### config.mk
export PLATFORM = sky130hd
export DESIGN_NAME = trap_unit
export DESIGN_NICKNAME = d
export VERILOG_FILES = /design/src/rtl/trap_pkg.sv /design/src/rtl/trap_flag_reg.sv /design/src/rtl/trap_prio_sel.sv /design/src/rtl/trap_unit.sv
export SDC_FILE = /design/constraint.sdc
export NUM_CORES = 1
export LEC_CHECK = 0
export BUFFER_PORTS_ARGS = -buffer_cell sky130_fd_sc_hd__buf_2
export CORE_MARGIN = 2
export CORE_UTILIZATION = 43
export DETAILED_ROUTE_END_ITERATION = 10
export GPL_TIMING_DRIVEN = 0
export PLACE_DENSITY = 0.79
export SYNTH_ARGS = -nofsm -noshare
export SYNTH_HDL_FRONTEND = slang
export SYNTH_HIERARCHICAL = 1
export SYNTH_SLANG_ARGS = --single-unit
### constraint.sdc
create_clock -name clk -period 2.45 [get_ports clk]
set_input_delay 0.3675 -clock clk [delete_from_list [all_inputs] [get_ports clk]]
set_output_delay 0.3675 -clock clk [all_outputs]
set_load 0.03 [all_outputs]
### src/rtl/trap_pkg.sv
// Shared types and constants of the trap unit.
// Assumes vectors are always the trap number shifted left by two.
package trap_pkg;

    localparam int TRAP_NUM_W = 7;

    // Flag bit positions; class B sources follow FLG_B_LO upward.
    localparam int FLG_NMI   = 0;
    localparam int FLG_STKOF = 1;
    localparam int FLG_STKUF = 2;
    localparam int FLG_B_LO  = 3;

    typedef enum logic [1:0] {
        CLS_NONE = 2'd0,
        CLS_B    = 2'd1,
        CLS_A    = 2'd2,
        CLS_RST  = 2'd3
    } trap_cls_e;

    localparam logic [TRAP_NUM_W-1:0] NUM_RST   = 7'h00;
    localparam logic [TRAP_NUM_W-1:0] NUM_NMI   = 7'h02;
    localparam logic [TRAP_NUM_W-1:0] NUM_STKOF = 7'h04;
    localparam logic [TRAP_NUM_W-1:0] NUM_STKUF = 7'h06;
    localparam logic [TRAP_NUM_W-1:0] NUM_B     = 7'h0A;

    typedef struct packed {
        logic                  hit;
        logic                  hw;
        trap_cls_e             cls;
        logic [TRAP_NUM_W-1:0] num;
    } trap_pick_t;

endpackage

### src/rtl/trap_flag_reg.sv
// Trap flag register: one sticky bit per hardware source.
// Assumes set and clear strobes are synchronous to clk; set beats clear.
module trap_flag_reg #(
    parameter int NF = 8
) (
    input  logic          clk,
    input  logic          rst_n,
    input  logic [NF-1:0] set_i,
    input  logic [NF-1:0] clr_i,
    output logic [NF-1:0] flags_o
);

    for (genvar i = 0; i < NF; i++) begin : g_bit
        // Hold the bit; a new event overrides a same-cycle clear.
        always_ff @(posedge clk) begin
            if (!rst_n)
                flags_o[i] <= 1'b0;
            else if (set_i[i])
                flags_o[i] <= 1'b1;
            else if (clr_i[i])
                flags_o[i] <= 1'b0;
        end

        p_flag_set_r2 : assert property (@(posedge clk) disable iff (!rst_n)
            set_i[i] |=> flags_o[i]);

        p_flag_clear_r2 : assert property (@(posedge clk) disable iff (!rst_n)
            (clr_i[i] && !set_i[i]) |=> !flags_o[i]);

        p_flag_hold_r2 : assert property (@(posedge clk) disable iff (!rst_n)
            (flags_o[i] && !clr_i[i]) |=> flags_o[i]);

        p_set_beats_clr_r3 : assert property (@(posedge clk) disable iff (!rst_n)
            (set_i[i] && clr_i[i]) |=> flags_o[i]);
    end

endmodule

### src/rtl/trap_prio_sel.sv
// Priority selector: finds the most urgent pending trap and decides
// whether it may preempt the class in service; otherwise offers a
// software trap. Purely combinational.
module trap_prio_sel
    import trap_pkg::*;
#(
    parameter int NB = 5,
    localparam int NF = FLG_B_LO + NB
) (
    input  logic                  rst_any_i,
    input  logic [NF-1:0]         flags_i,
    input  trap_cls_e             cur_cls_i,
    input  logic                  sw_req_i,
    input  logic [TRAP_NUM_W-1:0] sw_num_i,
    output trap_pick_t            pick_o
);

    trap_cls_e             cand_cls;
    logic [TRAP_NUM_W-1:0] cand_num;

    // Fixed priority chain over reset, class A and class B candidates.
    always_comb begin
        cand_cls = CLS_NONE;
        cand_num = '0;
        if (rst_any_i) begin
            cand_cls = CLS_RST;
            cand_num = NUM_RST;
        end else if (flags_i[FLG_NMI]) begin
            cand_cls = CLS_A;
            cand_num = NUM_NMI;
        end else if (flags_i[FLG_STKOF]) begin
            cand_cls = CLS_A;
            cand_num = NUM_STKOF;
        end else if (flags_i[FLG_STKUF]) begin
            cand_cls = CLS_A;
            cand_num = NUM_STKUF;
        end else if (|flags_i[NF-1:FLG_B_LO]) begin
            cand_cls = CLS_B;
            cand_num = NUM_B;
        end
    end

    // Strict-preemption gate, then software trap fallback.
    always_comb begin
        pick_o = '{hit: 1'b0, hw: 1'b0, cls: cur_cls_i, num: '0};
        if (cand_cls > cur_cls_i) begin
            pick_o.hit = 1'b1;
            pick_o.hw  = 1'b1;
            pick_o.cls = cand_cls;
            pick_o.num = cand_num;
        end else if (sw_req_i) begin
            pick_o.hit = 1'b1;
            pick_o.num = sw_num_i;
        end
    end

endmodule

### src/rtl/trap_unit.sv
// Hardware trap priority and vector unit (top).
// Latches fault events into flags, dispatches the most urgent trap that
// outranks the class in service, and registers vector, number and class.
// Assumes request inputs are single-cycle pulses from synchronous logic.
module trap_unit
    import trap_pkg::*;
#(
    parameter int NB    = 5,
    parameter int VEC_W = 16,
    localparam int NF   = FLG_B_LO + NB
) (
    input  logic                  clk,
    input  logic                  rst_n,
    input  logic                  soft_rst_req,
    input  logic                  wdog_rst_req,
    input  logic                  nmi_req,
    input  logic                  stk_ovf_req,
    input  logic                  stk_unf_req,
    input  logic [NB-1:0]         fault_b_req,
    input  logic                  sw_trap_req,
    input  logic [TRAP_NUM_W-1:0] sw_trap_num,
    input  logic [NF-1:0]         flag_clr,
    input  logic                  trap_ret,
    output logic [NF-1:0]         trap_flags,
    output logic                  take_trap,
    output logic [VEC_W-1:0]      trap_vec,
    output logic [TRAP_NUM_W-1:0] trap_num,
    output logic [1:0]            act_class
);

    localparam int PAD_W = VEC_W - TRAP_NUM_W - 2;

    logic [NF-1:0]         set_vec;
    trap_pick_t            pick;
    trap_cls_e             cls_q;
    logic                  take_q;
    logic [TRAP_NUM_W-1:0] num_q;

    assign set_vec = {fault_b_req, stk_unf_req, stk_ovf_req, nmi_req};

    trap_flag_reg #(.NF(NF)) i_flags (
        .clk     (clk),
        .rst_n   (rst_n),
        .set_i   (set_vec),
        .clr_i   (flag_clr),
        .flags_o (trap_flags)
    );

    trap_prio_sel #(.NB(NB)) i_sel (
        .rst_any_i (soft_rst_req | wdog_rst_req),
        .flags_i   (trap_flags),
        .cur_cls_i (cls_q),
        .sw_req_i  (sw_trap_req),
        .sw_num_i  (sw_trap_num),
        .pick_o    (pick)
    );

    // Register the dispatch strobe and hold number until the next dispatch.
    always_ff @(posedge clk) begin
        if (!rst_n) begin
            take_q <= 1'b0;
            num_q  <= '0;
        end else begin
            take_q <= pick.hit;
            if (pick.hit)
                num_q <= pick.num;
        end
    end

    // Track the class in service; a hardware dispatch beats a return.
    always_ff @(posedge clk) begin
        if (!rst_n)
            cls_q <= CLS_NONE;
        else if (pick.hw)
            cls_q <= pick.cls;
        else if (trap_ret)
            cls_q <= CLS_NONE;
    end

    assign take_trap = take_q;
    assign trap_num  = num_q;
    assign trap_vec  = {{PAD_W{1'b0}}, num_q, 2'b00};
    assign act_class = cls_q;

    p_rise_needs_take_r8 : assert property (@(posedge clk) disable iff (!rst_n)
        ($past(rst_n) && act_class > $past(act_class)) |-> take_trap);

    p_hold_between_r11 : assert property (@(posedge clk) disable iff (!rst_n)
        ($past(rst_n) && !take_trap) |-> ($stable(trap_vec) && $stable(trap_num)));

    p_reset_vec_r4 : assert property (@(posedge clk) disable iff (!rst_n)
        ($past(rst_n) && take_trap && act_class == 2'd3 && $past(act_class) != 2'd3)
        |-> (trap_vec == '0 && trap_num == '0));

    p_class_a_vec_r5 : assert property (@(posedge clk) disable iff (!rst_n)
        ($past(rst_n) && take_trap && act_class == 2'd2 && $past(act_class) != 2'd2)
        |-> (trap_num == 7'h02 || trap_num == 7'h04 || trap_num == 7'h06));

    p_class_b_vec_r6 : assert property (@(posedge clk) disable iff (!rst_n)
        ($past(rst_n) && take_trap && act_class == 2'd1 && $past(act_class) != 2'd1)
        |-> (trap_vec == 16'h0028));

    p_sw_vector_r10 : assert property (@(posedge clk) disable iff (!rst_n)
        ($past(rst_n) && take_trap && $past(sw_trap_req) && !$past(trap_ret)
         && act_class == $past(act_class))
        |-> (trap_num == $past(sw_trap_num)));

    p_ret_drops_r9 : assert property (@(posedge clk) disable iff (!rst_n)
        ($past(rst_n) && $past(trap_ret) && act_class == $past(act_class))
        |-> act_class == 2'd0);

endmodule

==> results, run 1 <==
- For this design the static power due to leakage is about 0.82 nW.
- In the layout the commonest cells are sky130_fd_sc_hd__buf_2 (53), sky130_fd_sc_hd__buf_4 (18), sky130_fd_sc_hd__dfxtp_1 (18).
- The number of antenna cells inserted is 0.
- The top cell type's share of synthesized area is 0.333.
- Measured along the y axis, the die boundary spans between 50 and 60 um.
- The share of total power dissipated in combinational logic is 0.497.
- The die extent in x is roughly 54 um.
- Data on the critical path is required at its endpoint by 2680 ps.
- The number of stages on the worst setup path is 9.
- The fraction of the yosys area taken by sequential cells is 0.333.
- Synthesis inferred 18 register bits.
- The signal on the critical path passes through or4_4 > o21ai_2 > and2b_1 > ha_1 > a21oi_1 > o221ai_1 > o32ai_2 > mux2i_1 > nor2b_1.
- The total grt overflow is 0.
- The number of nets in the finished design is around 210.
- The biggest cell delay along the critical path is between 500 and 600 ps.
- The root buffer cell is sky130_fd_sc_hd__clkbuf_4.
- The reg-to-reg startpoint is i_flags/flags_o[3].
- After detailed placement, the design holds a cell count of 200.
- The most critical setup path has its endpoint at trap_num[1].
- The final-report hold violation count is 0.
- For this run, the total global-route usage over all layers was measured as 0.160.
- The cell family contributing the most delay on the critical path is simple AND/OR/NAND/NOR gates.
- The initial antenna violation count was 0.
- The cell count after synthesis is 109.
- The deepest level of the CTS H-tree is 1.
- Based on the critical path, the design can be clocked at up to 0.430 GHz.
- TritonCTS created 3 clock buffers.
- Summing all placed instances gives a cell area of between 0.001 and 0.0015 mm2.
- The sum of negative setup slack is 0 ps.
- Together, buffers and inverters on the worst path number 0.
- The internal power of the cells totals approximately 660 uW.
- The launching element type of the critical path is a flop.
- After clock tree synthesis, the clock-pin slew on the worst setup and hold paths is about 100 ps.
- The biggest fanout along the worst timing path is 3.
- The share of total power dissipated in the clock network is 0.164.
- The initial utilization of the core area, before any placement, comes to 0.445.
- The wire length on met3 is roughly 210 um.
- Sorting the synthesized cells by area gives the leading types as sky130_fd_sc_hd__dfxtp_1 (33%), sky130_fd_sc_hd__buf_4 (12%), sky130_fd_sc_hd__nor2b_4 (10%).
- Of the cells placed in the final design, the portion with a size suffix greater than 1 is 0.526.
- The final route contains 951 vias.
- Dividing the detail-routed via count by the number of cells gives 4.64.
- The area of the core is between 0.002 and 0.0025 mm2.
- The area of all placed cells without fillers is roughly 0.0015 mm2.
- The summed instance area of the synthesized netlist is ~0.0011 mm2.
- The max-slew violation count is 0.
- Averaged over all synthesized cells, the footprint is a little under 10 um2.
- The largest area contributor in the netlist is sky130_fd_sc_hd__dfxtp_1.
- The critical path in this run is classified as reg2reg.
- The growth of design area from synthesis to finish is 35.5%.
- The number of enable-type register cells in the synthesized netlist is 0.
- The sink count of the clock tree is 18.
- During placement, the flow inserted port buffers numbering 53.
- The sum of met2 wire segment lengths after detailed routing is ~1.1 mm.
- The number of cells on the worst reg-to-reg path is 9.
- The maximum number of pins on one net before global-route repair is 11.
- The remaining routing DRC violations is 0.
- For this block, the routed nets add up to 2.24 mm of wire.
- The maximum resistive drop on vdd is about 0.00048 V.
- The clock passes through at most 2 buffers.
- STA classifies the critical path endpoint as a flop.
- In this run the remaining antenna-violating nets after routing total 0.
- The initialized floorplan defines 18 standard-cell rows.
- The net switching power is 441 uW.
- In this run, the number of DRC markers left after iteration 0 of detailed routing was 9.
- Excluding fillers, the count of instances in the completed layout stands at about 210.
- The clock reaches the later pin of the worst-skew pair after between 200 and 300 ps.
- The reported max-cap violation count is 0.
- The worst register-to-register path ends at trap_num[1].
- The total of endpoints with negative setup slack in the final report is 0.
- At the worst endpoint, the arrival time is between 2000 and 3000 ps.
- Detailed placement ended at an HPWL of roughly 1.8 mm.
- Of the total power, the share spent switching nets is 0.402.
- The run finished with clean final reports.
- The share of total power dissipated in sequential elements is 0.339.
- The worst path in the final design needs a cycle of ~2300 ps, including I/O delays and setup.
- The post-detailed-route wirelength per cell is between 10 and 15 um.
- 63 I/O pins were placed.
- The number of global-route vias before repair is about 840.
- The detailed-routing iteration count for the pre-antenna-repair pass is 4.
- The most common cell after layout, fill and taps aside is sky130_fd_sc_hd__buf_2.
- After layout, the design draws a total of between 1 and 1.5 mW.
- Yosys printed 6 warnings.
- The first-pass GRT wire length is around 3.3 mm.
- The congestion estimate from routability-driven global placement came to slightly below 0.8.
- The uppermost layer routed is met4.
- The TritonCTS clock tree is built.
- The power density over cell area is approximately 750 mW/mm2.
- The worst reg-to-reg setup slack is approximately 120 ps.
- The number of different library cells used by synthesis comes to 31.
- The most critical setup path has its startpoint at i_flags/flags_o[3].
- The met1 layer wirelength in the final routing is 937 um.
- Of the available clock period, the critical path in the final layout requires 0.949.
- The worst clock skew on the final layout is between 2 and 3 ps.
- The path class of the tightest hold or removal check is in2reg.
- For this design, the slowest cell found on the critical path is sky130_fd_sc_hd__or4_4.
- The fraction of registers with async set/reset is 0.
- The most used flip-flop cell after synthesis is sky130_fd_sc_hd__dfxtp_1.
- The total die area is 0.00294 mm2.
-- metal layers --
layer,GRT usage,vias up
met4,0.100,0
met1,0.160,418
met2,0.291,53
met3,0.0389,2
li1,-,478
met5,0,-
-- repair_timing --
action                     in CTS  in global routing
setup buffers                   0                  1
setup endpoints to repair       0                  2
resized for setup               0                  1
hold buffers                    0                  0
-- power by group through the flow --
stage,Combinational (mW),Clock (mW),Sequential (mW)
global placement,0.509,0,0.374
floorplan,0.316,0,0.456
CTS,0.525,0.197,0.373
finish,0.546,0.180,0.372
global route,0.587,0.206,0.378
detailed placement,0.524,0,0.378
-- synthesized netlist by cell type, drive strengths merged (3+ instances only) --
master   n
buf     18
dfxtp   18
nor2b   16
o21a     9
inv      8
mux2i    7
and3     4
ha       3
o21ai    3
-- worst min path at each step --
stage	slack, ps	endpoint	from	cells after the start
2_1_floorplan	490	i_flags/flags_o[0]	nmi_req	1
3_3_place_gp	520	trap_num[6]	trap_num[6]	2
3_5_place_dp	530	trap_num[2]	trap_num[2]	2
4_1_cts	260	i_flags/flags_o[0]	nmi_req	2
5_1_grt	250	i_flags/flags_o[2]	stk_unf_req	2
6_report	280	i_flags/flags_o[0]	nmi_req	2
-- final cells by class --
type                            instances  area (um2)
Buffer                                 19         144
Timing Repair Buffer                   54         273
Inverter                                8        30.0
Multi-Input combinational cell         72         587
Tap cell                               30        37.5
Sequential cell                        18         360
Fill cell                             212         965
Clock buffer                            4        36.3
-- registers in the layout, indices dropped and copies added, names as in the netlist --
signal and cells:
take_trap 1, i_flags/flags_o 8, trap_num 7, act_class 2
-- logic make-up (layout without fill, tap and decap cells) --
kind of cell / after synthesis / in the layout / synth area share
flops: 18 / 18 / 0.333
other cells: 1 / 9 / 0.00346
fa+ha+maj: 3 / 3 / 0.0346
compound gates: 20 / 20 / 0.145
simple gates: 33 / 33 / 0.259
mux: 7 / 7 / 0.0647
buf+inv: 27 / 85 / 0.161
-- per-stage QoR --
step | utilization | hold slack (ps) | setup slack, ps
2_1_floorplan | - | 491 | 237
3_3_place_gp | 0.582 | 518 | 133
3_5_place_dp | 0.582 | 533 | 63.0
4_1_cts | 0.597 | 260 | 47.4
5_1_grt | 0.603 | 255 | -23.6
6_report | 0.603 | 281 | 124
Note: power is estimated with default switching activity, not from simulation.
==> inputs of run 2 (changes only) <==
- CORE_UTILIZATION: 43 -> 40
- PLACE_DENSITY: 0.79 -> 0.78
- SYNTH_HIERARCHICAL: 1 -> default
==> run 2 against run 1 <==
Compared with the run above:
- non-clock buffer count is 3 lower
- global-route usage is 1.3 points lower
- clock skew is 4.5 ps higher
- first-iteration DRC count is 67% lower
- final area is 14% lower
- via count is 9.9% lower
- sequential power is 5% lower
- register-to-register slack better by 170 ps
- routed wire length is 18% lower
- total power is 20% lower
- largest power group is now registers
- highest routed layer unchanged
==> results, run 2 <==
- The total number of yosys warnings came to 0 (was 6).
- The initial antenna violation count is 0 (unchanged).
- The combinational family with the most area after synthesis is buffers and inverters (was simple AND/OR/NAND/NOR gates).
- The worst clock skew on the final layout is 7.07 ps (was 2.55 ps).
- The synthesized-area fraction occupied by ao, oa, aoi and oai cells is 0.132 (was 0.145).
- The number of antenna cells inserted is 0 (unchanged).
- The class of the most critical hold timing path is in2reg (unchanged).
- The area of all placed cells without fillers came to 0.00126 mm2 (was 0.00147 mm2).
- The hold buffer count at cts came to 0 (unchanged).
- The endpoint of the lowest-slack register-to-register path is act_class[1] (was trap_num[1]).
- The arrival time of data at the critical path endpoint was 2380 ps (was 2560 ps).
- The sink count of the clock tree is 18 (unchanged).
- The number of global-route vias before repair was 768 (was 835).
- The total chip power came to 879 uW (was 1.10 mW).
- The standard cell with the maximum stage delay on the critical path is sky130_fd_sc_hd__or4_4 (unchanged).
- The last weighted congestion value of the routability-driven placer came to 0.759 (was 0.770).
- The number of buffers on the longest clock path is 2 (unchanged).
- The maximum number of pins on one net before global-route repair was 11 (unchanged).
- The initial cell density of the core is 0.413 (was 0.445).
- The count of filler cells inserted in the layout is 218 (was 212).
- The die span in y is 51.4 um (was 54.2 um).
- The number of cell rows came to 17 (was 18).
- The largest area contributor in the netlist was sky130_fd_sc_hd__dfxtp_1 (unchanged).
- The post-CTS setup-driven buffer insertion count came to 0 (unchanged).
- The biggest cell delay along the critical path is 540 ps (was 550 ps).
- Setup repair after global routing left no endpoint under its margin.
- The max-slew violation count was 0 (unchanged).
- The critical path class is reg2reg (unchanged).
- The critical hold path startpoint is stk_unf_req (was nmi_req).
- Leading post-synthesis cells by instance count: sky130_fd_sc_hd__dfxtp_1 (18), sky130_fd_sc_hd__nor2_1 (17), sky130_fd_sc_hd__buf_4 (16) (was sky130_fd_sc_hd__dfxtp_1 (18), sky130_fd_sc_hd__buf_4 (17), sky130_fd_sc_hd__o21a_1 (9)).
- The number of resized instances in the post-cts repair step is 0 (unchanged).
- The area share of and/or/nand/nor cells after synthesis is 0.172 (was 0.259).
- The launching element type of the critical path is a flop (unchanged).
- The most frequently used cell type in the post-synthesis netlist is sky130_fd_sc_hd__dfxtp_1 (unchanged).
- The final-report hold violation count is 0 (unchanged).
- The most used flip-flop cell after synthesis is sky130_fd_sc_hd__dfxtp_1 (unchanged).
- The total via count after detailed routing is 857 (was 951).
- The deepest level of the CTS H-tree is 1 (unchanged).
- The clock latency on the worst-skew pair is 290 ps (about the same).
- The number of antenna-violating nets in the routed design is 0 (unchanged).
- The reported max-cap violation count is 0 (unchanged).
- The portion of the clock cycle consumed by the worst path in the final layout is 0.882 (was 0.949).
- The total grt overflow is 0 (unchanged).
- The ratio of routed vias to standard cells came to 4.29 (was 4.64).
- The root buffer cell is sky130_fd_sc_hd__clkbuf_4 (unchanged).
- The number of nets in the finished design is 204 (was 208).
- Most used cells in the layout excluding fill and tap cells: sky130_fd_sc_hd__buf_2 (53), sky130_fd_sc_hd__dfxtp_1 (18), sky130_fd_sc_hd__nor2_1 (17) (was sky130_fd_sc_hd__buf_2 (53), sky130_fd_sc_hd__buf_4 (18), sky130_fd_sc_hd__dfxtp_1 (18)).
- The biggest fanout along the worst timing path is 8 (was 3).
- The total die area came to 0.00264 mm2 (was 0.00294 mm2).
- The fraction of registers with async set/reset is 0 (unchanged).
- Cell-by-cell listing of the critical path: or4_4 > nor2_4 > nor4_2 > nor2_1 > ha_1 > nor2b_1 > o21a_1 > or3_1 > a21oi_1 (was or4_4 > o21ai_2 > and2b_1 > ha_1 > a21oi_1 > o221ai_1 > o32ai_2 > mux2i_1 > nor2b_1).
- The arithmetic-cell share of the synthesized area counting full adders, half adders and majority gates came to 0.0279 (was 0.0346).
- The top cell type's share of synthesized area is 0.402 (was 0.333).
- The total wire length is 1.83 mm (was 2.24 mm).
- Dominant cells by area after synthesis: sky130_fd_sc_hd__dfxtp_1 (40%), sky130_fd_sc_hd__buf_4 (13%), sky130_fd_sc_hd__nor2_1 (7.1%) (was sky130_fd_sc_hd__dfxtp_1 (33%), sky130_fd_sc_hd__buf_4 (12%), sky130_fd_sc_hd__nor2b_4 (10%)).
- The placed wire-length estimate is 1.54 mm (was 1.80 mm).
- The worst reg-to-reg setup slack is 290 ps (was 120 ps).
- The TritonCTS clock tree is built (unchanged).
- The die extent in x is 51.4 um (was 54.2 um).
- The first-pass GRT wire length came to 2.98 mm (was 3.31 mm).
- The number of DRC markers after the initial detailed-route iteration is 3 (was 9).
- The fraction of the yosys area taken by sequential cells is 0.402 (was 0.333).
- The summed instance area of the synthesized netlist came to 897 um2 (was 0.00108 mm2).
- The count of input and output buffers is 52 (was 53).
- The total of endpoints with negative setup slack in the final report is 0 (unchanged).
- The final critical delay including setup and external delays is 2160 ps (was 2330 ps).
- The growth of design area from synthesis to finish is 40.3% (was 35.5%).
- The number of enable-type register cells in the synthesized netlist was 0 (unchanged).
- The top register by number of flip-flops is i_flags.flags_o (was i_flags/flags_o).
- The flip-flop count of the largest register, all copies and words added is 8 (unchanged).
- The number of cells on the worst reg-to-reg path is 9 (unchanged).
- The area of the core came to 0.00217 mm2 (was 0.00243 mm2).
- The number of primary I/O pins is 63 (unchanged).
- The worst hold path stage count was 3 (was 2).
- The share of cell area taken by muxes after synthesis is 0.0683 (was 0.0647).
- The distinct cell type count of the synthesized netlist is 25 (was 31).
- The detailed-routing iteration count for the pre-antenna-repair pass is 2 (was 4).
- The destination of the worst hold path is i_flags.flags_o[2] (was i_flags/flags_o[0]).
- The reg-to-reg startpoint was i_flags.flags_o[7] (was i_flags/flags_o[3]).
- The power density over cell area is 699 mW/mm2 (was 748 mW/mm2).
- The sum of negative setup slack was 0 ps (unchanged).
- The highest achievable clock rate came to 0.463 GHz (was 0.430 GHz).
- The total placed instance area was 0.00122 mm2 (was 0.00142 mm2).
- The fraction of final layout cells sized beyond drive strength 1 is 0.459 (was 0.526).
- The post-synthesis average cell area is 8.31 um2 (was 9.94 um2).
- Run status: finished, final reports clean (unchanged).
- The static leakage is 0.725 nW (was 0.823 nW).
- The critical path required time is 2670 ps (was 2680 ps).
- The capturing element type of the critical path is a flop (unchanged).
- The flip-flop and latch count after synthesis was 18 (unchanged).
- The post-detailed-route wirelength per cell was 9.13 um (was 10.9 um).
- The xor-xnor portion of the synthesized cell area was 0 (unchanged).
- The cell count after synthesis is 108 (was 109).
- The total CTS buffers is 3 (unchanged).
- The remaining routing DRC violations was 0 (unchanged).
- The maximum resistive drop on vdd is 0.000333 V (was 0.000480 V).
- The total routing resource utilization after global routing came to 0.147 (was 0.160).
- The clock slew at the register clock pins of the worst setup and hold paths is 110 ps (was 100 ps).
- The most common cell after layout, fill and taps aside is sky130_fd_sc_hd__buf_2 (unchanged).
run 2: cell types whose count changed after synthesis, moves of 3 or more:
cell | before | now
sky130_fd_sc_hd__nor2_1 | 2 | 17
sky130_fd_sc_hd__a21oi_1 | 1 | 10
sky130_fd_sc_hd__nor2b_4 | 8 | 0
sky130_fd_sc_hd__o21a_1 | 9 | 1
sky130_fd_sc_hd__nor2b_1 | 8 | 2
sky130_fd_sc_hd__inv_1 | 7 | 12
sky130_fd_sc_hd__o21ai_0 | 1 | 5
sky130_fd_sc_hd__and3_1 | 4 | 1
sky130_fd_sc_hd__nand2_1 | 2 | 5
run 2: critical path, delay by kind of cell, from the launching register on:
kind / cells / cell delay [ps]
adder cells (fa/ha/maj): 1 / 160
flip-flops: 1 / 340
AND/OR/NAND/NOR: 6 / 1210
AO/OA/AOI/OAI: 2 / 390
run 2: final cells by class:
class / count / area, um2 / share of cell area
inverters: 12 / 45.0 / 0.0358
well taps: 28 / 35.0 / 0.0278
repair buffers: 52 / 260 / 0.207
multi-input cells: 68 / 393 / 0.312
flip-flops and latches: 18 / 360 / 0.286
clock buffers: 4 / 36.3 / 0.0288
plain buffers: 18 / 129 / 0.102
run 2: metal layers:
metal,GRT usage,part of all wire,up-vias
li1,-,-,456
met1,0.154,0.41,357
met2,0.277,0.48,40
met3,0.0146,0.088,4
met4,0.0921,0.019,0
met5,0,0,-
run 2: cells by family after synthesis:
group | after synthesis
AO/OA/AOI/OAI | 20
adder cells (fa/ha/maj) | 2
buffers and inverters | 30
flip-flops | 18
multiplexers | 6
other | 1
AND/OR/NAND/NOR | 31
run 2: worst max-delay path by stage:
stage	slack (ps)	endpoint	startpoint
after floorplan	310	act_class[1]	i_flags.flags_o[7]
after global placement	380	act_class[1]	i_flags.flags_o[7]
after detailed placement	300	act_class[1]	i_flags.flags_o[7]
after CTS	280	act_class[1]	i_flags.flags_o[7]
after global routing	160	act_class[0]	i_flags.flags_o[7]
final	290	act_class[1]	i_flags.flags_o[7]
run 2: metrics by stage:
stage               utilization  std cells  hold slack, ps  worst slack (ps)
floorplan                     -        116             485               315
global placement          0.563        196             489               376
detailed placement        0.563        196             506               297
CTS                       0.580        200             265               285
global route              0.580        200             283               161
finish                    0.580        200             275               289
run 2: report_power, final:
part	total, mW	leakage (nW)	internal [mW]	switching, mW
clock network	0.181	0.0210	0.0904	0.0902
logic	0.346	0.555	0.130	0.216
registers	0.353	0.149	0.328	0.0247
